## src/rtl/gpio_pkg.sv

```systemverilog
`timescale 1ns/1ps
package gpio_pkg;
  localparam int unsigned GPIO_W   = 8;
  localparam int unsigned GPIO_AW  = 8;
  localparam int unsigned OFF_DIR  = 'h0C;
  localparam int unsigned OFF_DATA = 'h08;
  localparam int unsigned SYNC_N   = 2;
  localparam int unsigned OVR_PIN  = 0;

  typedef enum logic [1:0] {
    SEL_NONE = 2'd0,
    SEL_DIR  = 2'd1,
    SEL_DATA = 2'd2
  } rd_sel_e;
endpackage

```

## src/rtl/gpio_sync.sv

```systemverilog
`timescale 1ns/1ps
module gpio_sync #(
  parameter int unsigned W      = 8,
  parameter int unsigned STAGES = 2
) (
  input  logic         clk,
  input  logic         rst_n,
  input  logic [W-1:0] din,
  output logic [W-1:0] dout
);
  logic [STAGES-1:0][W-1:0] stg_q;

  genvar k;
  generate
    for (k = 0; k < STAGES; k++) begin : g_stage
      if (k == 0) begin : g_first
        always_ff @(posedge clk or negedge rst_n) begin
          if (!rst_n) stg_q[k] <= '0;
          else        stg_q[k] <= din;
        end
      end else begin : g_next
        always_ff @(posedge clk or negedge rst_n) begin
          if (!rst_n) stg_q[k] <= '0;
          else        stg_q[k] <= stg_q[k-1];
        end
      end
    end
  endgenerate

  assign dout = stg_q[STAGES-1];

  // Age counter used only to qualify the latency assertion
  logic [1:0] warm_q;
  always_ff @(posedge clk or negedge rst_n) begin
    if (!rst_n)              warm_q <= '0;
    else if (warm_q != 2'd3) warm_q <= warm_q + 2'd1;
  end

  generate
    if (STAGES == 2) begin : g_lat_chk

      sync_latency_chk: assert property (@(posedge clk) disable iff (!rst_n)
        (warm_q >= 2'd2) |-> (dout == $past(din, 2)));
    end
  endgenerate
endmodule

```

## src/rtl/gpio_regs.sv

```systemverilog
`timescale 1ns/1ps
module gpio_regs
  import gpio_pkg::*;
#(
  parameter int unsigned W        = 8,
  parameter int unsigned AW       = 8,
  parameter int unsigned DIR_OFF  = 'h0C,
  parameter int unsigned DATA_OFF = 'h08
) (
  input  logic          clk,
  input  logic          rst_n,
  input  logic [AW-1:0] bus_addr,
  input  logic          bus_wr,
  input  logic [W-1:0]  bus_wdata,
  input  logic [W-1:0]  pin_sync,
  output logic [W-1:0]  bus_rdata,
  output logic [W-1:0]  dir_q,
  output logic [W-1:0]  lat_q
);
  localparam logic [AW-1:0] A_DIR  = AW'(DIR_OFF);
  localparam logic [AW-1:0] A_DATA = AW'(DATA_OFF);

  function automatic rd_sel_e decode(input logic [AW-1:0] a);
    if (a == A_DIR)       return SEL_DIR;
    else if (a == A_DATA) return SEL_DATA;
    else                  return SEL_NONE;
  endfunction

  // Per-bit choice: driven pins read their latch, others the synchronized pad
  function automatic logic [W-1:0] mix_back(input logic [W-1:0] dir,
                                            input logic [W-1:0] lat,
                                            input logic [W-1:0] pin);
    return (dir & lat) | (~dir & pin);
  endfunction

  rd_sel_e sel;
  logic    wr_dir, wr_dat, wr_miss;

  assign sel     = decode(bus_addr);
  assign wr_dir  = bus_wr && (sel == SEL_DIR);
  assign wr_dat  = bus_wr && (sel == SEL_DATA);
  assign wr_miss = bus_wr && (sel == SEL_NONE);

  always_ff @(posedge clk or negedge rst_n) begin
    if (!rst_n)      dir_q <= '0;
    else if (wr_dir) dir_q <= bus_wdata;
  end

  always_ff @(posedge clk or negedge rst_n) begin
    if (!rst_n)      lat_q <= '0;
    else if (wr_dat) lat_q <= bus_wdata;
  end

  always_comb begin
    unique case (sel)
      SEL_DIR:  bus_rdata = dir_q;
      SEL_DATA: bus_rdata = mix_back(dir_q, lat_q, pin_sync);
      default:  bus_rdata = '0;
    endcase
  end


  dir_write_chk: assert property (@(posedge clk) disable iff (!rst_n)
    wr_dir |=> (dir_q == $past(bus_wdata)));


  lat_write_chk: assert property (@(posedge clk) disable iff (!rst_n)
    wr_dat |=> (lat_q == $past(bus_wdata)));


  miss_write_chk: assert property (@(posedge clk) disable iff (!rst_n)
    wr_miss |=> ($stable(dir_q) && $stable(lat_q)));


  miss_read_chk: assert property (@(posedge clk) disable iff (!rst_n)
    (sel == SEL_NONE) |-> (bus_rdata == '0));


  latch_read_chk: assert property (@(posedge clk) disable iff (!rst_n)
    (sel == SEL_DATA) |-> (((bus_rdata ^ lat_q) & dir_q) == '0));
endmodule

```

## src/rtl/gpio_padmux.sv

```systemverilog
`timescale 1ns/1ps
module gpio_padmux #(
  parameter int unsigned W   = 8,
  parameter int unsigned OVR = 0
) (
  input  logic [W-1:0] dir_q,
  input  logic [W-1:0] lat_q,
  input  logic         ser_en,
  input  logic         ser_txd,
  output logic [W-1:0] pad_out,
  output logic [W-1:0] pad_oe
);
  genvar i;
  generate
    for (i = 0; i < W; i++) begin : g_pin
      if (i == OVR) begin : g_ovr
        assign pad_oe[i]  = ser_en ? 1'b1    : dir_q[i];
        assign pad_out[i] = ser_en ? ser_txd : lat_q[i];
      end else begin : g_plain
        assign pad_oe[i]  = dir_q[i];
        assign pad_out[i] = lat_q[i];
      end
    end
  endgenerate
endmodule

```

## src/rtl/gpio_port_ovr.sv

```systemverilog
`timescale 1ns/1ps
module gpio_port_ovr
  import gpio_pkg::*;
#(
  parameter int unsigned W        = GPIO_W,
  parameter int unsigned AW       = GPIO_AW,
  parameter int unsigned DIR_OFF  = OFF_DIR,
  parameter int unsigned DATA_OFF = OFF_DATA,
  parameter int unsigned STAGES   = SYNC_N,
  parameter int unsigned OVR      = OVR_PIN
) (
  input  logic          clk,
  input  logic          rst_n,
  input  logic [AW-1:0] bus_addr,
  input  logic          bus_wr,
  input  logic [W-1:0]  bus_wdata,
  output logic [W-1:0]  bus_rdata,
  input  logic [W-1:0]  pad_in,
  output logic [W-1:0]  pad_out,
  output logic [W-1:0]  pad_oe,
  input  logic          ser_en,
  input  logic          ser_txd
);
  localparam logic [W-1:0] OVR_MASK = W'(1) << OVR;

  logic [W-1:0] pin_sync, dir_q, lat_q;

  gpio_sync #(.W(W), .STAGES(STAGES)) u_sync (
    .clk(clk), .rst_n(rst_n), .din(pad_in), .dout(pin_sync));

  gpio_regs #(.W(W), .AW(AW), .DIR_OFF(DIR_OFF), .DATA_OFF(DATA_OFF)) u_regs (
    .clk(clk), .rst_n(rst_n), .bus_addr(bus_addr), .bus_wr(bus_wr),
    .bus_wdata(bus_wdata), .pin_sync(pin_sync), .bus_rdata(bus_rdata),
    .dir_q(dir_q), .lat_q(lat_q));

  gpio_padmux #(.W(W), .OVR(OVR)) u_mux (
    .dir_q(dir_q), .lat_q(lat_q), .ser_en(ser_en), .ser_txd(ser_txd),
    .pad_out(pad_out), .pad_oe(pad_oe));


  ovr_drive_chk: assert property (@(posedge clk) disable iff (!rst_n)
    ser_en |-> (pad_oe[OVR] && (pad_out[OVR] == ser_txd)));


  ovr_others_chk: assert property (@(posedge clk) disable iff (!rst_n)
    ser_en |-> (((pad_oe ^ dir_q) & ~OVR_MASK) == '0));


  gpio_pin0_chk: assert property (@(posedge clk) disable iff (!rst_n)
    !ser_en |-> ((pad_oe == dir_q) && (pad_out == lat_q)));
endmodule

```

## config.mk

```make
export PLATFORM = sky130hd
export DESIGN_NAME = gpio_port_ovr
export DESIGN_NICKNAME = d
export VERILOG_FILES = /design/src/rtl/gpio_pkg.sv /design/src/rtl/gpio_sync.sv /design/src/rtl/gpio_regs.sv /design/src/rtl/gpio_padmux.sv /design/src/rtl/gpio_port_ovr.sv
export SDC_FILE = /design/constraint.sdc
export NUM_CORES = 1
export LEC_CHECK = 0
export BUFFER_PORTS_ARGS = -buffer_cell sky130_fd_sc_hd__buf_2
export CAP_MARGIN = 25
export CORE_MARGIN = 3
export CORE_UTILIZATION = 35
export DETAILED_ROUTE_END_ITERATION = 10
export GPL_ROUTABILITY_DRIVEN = 1
export MAX_ROUTING_LAYER = met4
export SLEW_MARGIN = 20
export SYNTH_ARGS = -nofsm -noshare
export SYNTH_HDL_FRONTEND = slang
export SYNTH_SLANG_ARGS = --single-unit
```

## constraint.sdc

```tcl
create_clock -name clk -period 2.1 [get_ports clk]
set_input_delay 0.21 -clock clk [delete_from_list [all_inputs] [get_ports clk]]
set_output_delay 0.21 -clock clk [all_outputs]
set_load 0.005 [all_outputs]
```

==> results.json <==
{
  "die-area_mm2": 0.00454,
  "wl_um": 2420,
  "synth_fp_nets": 125,
  "postSynthCellCount": 96,
  "synth_edf_count": 0,
  "grt_usage_pct": 12.0,
  "drtIter0Drc": 11,
  "arrival_ns": 1.40,
  "max_stage_delay_ns": 0.44,
  "rsz0062_at_grt": "false",
  "num_vias": 859,
  "worstSkewPairLatency_ns": 0.28,
  "crit_path_top_delay_cell": "or3b_2",
  "final_cell_mix": "buf_2 (52), dfrtp_1 (32), mux2_2 (17)",
  "seqPwrFrac_pct": 50.3,
  "portBuffers": 52,
  "period_needed_ns": 1.61,
  "crit_path_cell_trace": "or3b_2, a21oi_1, buf_2",
  "placed_area_mm2": 0.00152,
  "timing.final.hold_violations": 0,
  "synth_seq_cells": 32,
  "cp_top_family": "simple AND/OR/NAND/NOR gates",
  "cap_viol_max_count": 0,
  "finalCritPeriodShare_pct": 76.8,
  "place_hpwl_um": 1800,
  "n_antenna_cell": 0,
  "rows": 21,
  "ys_warn_count": 0,
  "p_leak_uw": 0.000868,
  "syn_to_final_growth_pct": 24.2,
  "cts_setup_buffers": 0,
  "final-seq-area_um2": 801,
  "antenna_found_initial": 0,
  "cts_inserted_buffers": 5,
  "drtAntennaViolNets": 0,
  "critPathCaptureType": "output port",
  "post_drt_wl_per_cell_um": 12.9,
  "tns_ns": 0,
  "intPower_uw": 1050,
  "max_freq_ghz": 0.620,
  "cts_max_path_buffers": 2,
  "finalMaxSlewViolations": 0,
  "crit_fanout": 4,
  "syn_area_mm2": 0.00132,
  "power.share.clock_pct": 42.5,
  "fin_util_pct": 46.9,
  "design_area_mm2": 0.00164,
  "cts_resized": 0,
  "busiest_layer": "met2",
  "final_common_cell": "buf_2",
  "layout.nets": 169,
  "fp.coreArea_mm2": 0.00349,
  "crit_buf_inv": 1,
  "yosysSeqAreaShare_pct": 60.7,
  "met1_usage_pct": 11.1,
  "cp.required_ns": 1.89,
  "syn_avg_cell_area_um2": 13.8,
  "clock-sinks": 32,
  "drive_above_1_share_pct": 61.0,
  "fin_worst_skew_ns": 0.000190,
  "initial_utilization_pct": 37.8,
  "power.density_mw_per_mm2": 802,
  "gp_congestion": 0.697,
  "p_comb_share_pct": 7.2,
  "grt_max_degree": 33,
  "drc_errors": 0,
  "start_kind": "register",
  "grt-ovfl-total": 0,
  "grtUsageMet2_pct": 20.6,
  "multi_input_area_um2": 403,
  "grt_pass1_wl_um": 3670,
  "cts-root-buf": "clkbuf_8",
  "grt_use_met3_pct": 5.16,
  "die-height_um": 67.4,
  "clkSlewWorstSetupHoldPaths_ns": 0.06,
  "finalPower_uw": 1310,
  "drt-vias-per-instance": 4.59,
  "async_reset_ff_share_pct": 100,
  "num-fill-cells": 323,
  "first_pass_iters": 2,
  "cts_tree": "built",
  "io_pins": 53,
  "ys.flop_type": "dfrtp_1",
  "switchingPower_uw": 264,
  "cts_hold_buffers": 1,
  "cts_max_level": 2,
  "worst_slew_pin_slew_ns": 0.677,
  "crit_type": "reg -> out",
  "hold_class": "in -> reg",
  "status": "completed",
  "p_sw_share_pct": 20.0,
  "setup_viol": 0,
  "ir_drop_mv": 0.549,
  "synth_cell_types": 14,
  "grt_pass1_vias": 807,
  "die_x_um": 67.4,
  "slew_headroom_pct": 54.8
}
## synth_stat cells (2+ instances only)
library cell / count / area, um^2
dfrtp_1: 32 / 801
mux2_2: 17 / 191
buf_4: 15 / 113
a21oi_1: 8 / 40.0
o21ai_0: 8 / 40.0
or3b_2: 7 / 61.3
nand2_1: 2 / 7.51
## routing by layer
layer | wire length (um) | vias to the layer above
met5 | 0 | -
met4 | 54 | 0
met3 | 180 | 5
met2 | 1290 | 25
met1 | 895 | 422
li1 | - | 407
## area by class of cell
| class | instances | area share (%) |
|---|---|---|
| clock buffers | 6 | 4.43 |
| multi-input cells | 48 | 24.6 |
| well taps | 46 | 3.51 |
| clock inverters | 2 | 2.14 |
| flip-flops and latches | 32 | 48.9 |
| repair buffers | 53 | 16.5 |
## state kept, by name, indices dropped and copies added (netlist names)
name          cells
u_sync.dout       8
u_regs.dir_q      8
u_regs.lat_q      8
u_sync.stg_q      8
## logic make-up after synthesis
group                  Yosys count  synth area share [%]
DFF                             32                  60.7
muxes                           17                  14.5
AOI/OAI and AO/OA               16                  6.07
buffers and inverters           16                  8.82
and+or+nand+nor                 15                  9.95
## power by group through the flow
stage | clock network (uW) | registers (uW) | logic [uW]
global route | 600 | 664 | 107
global placement | 0 | 671 | 94.0
finish | 559 | 661 | 94.9
floorplan | 0 | 668 | 53.2
detailed placement | 0 | 673 | 96.5
CTS | 583 | 661 | 98.1
## metrics by stage
step,setup WS [ns],hold WS (ns),std cells
after floorplan,0.788,-0.0856,96
after global placement,0.508,0.288,178
after detailed placement,0.443,0.298,178
after CTS,0.459,0.0191,187
after global routing,0.416,0.0229,187
final,0.487,0.0344,187
## final timing paths
| check | startpoint | end | slack [ns] | cells past startpoint |
|---|---|---|---|---|
| max in group asynchronous | rst_n | u_sync.stg_q[2] | 1.15 | 2 |
| min in group asynchronous | rst_n | u_sync.stg_q[3] | 0.51 | 2 |
| hold reg to reg | u_sync.stg_q[4] | u_sync.dout[4] | 0.35 | 0 |
| setup reg to reg | u_regs.dir_q[5] | u_regs.dir_q[5] | 1.32 | 1 |
| hold / removal | pad_in[4] | u_sync.stg_q[4] | 0.03 | 1 |
| setup / recovery | u_regs.dir_q[4] | bus_rdata[4] | 0.49 | 3 |
No activity file was read; power rests on OpenSTA's default activity.
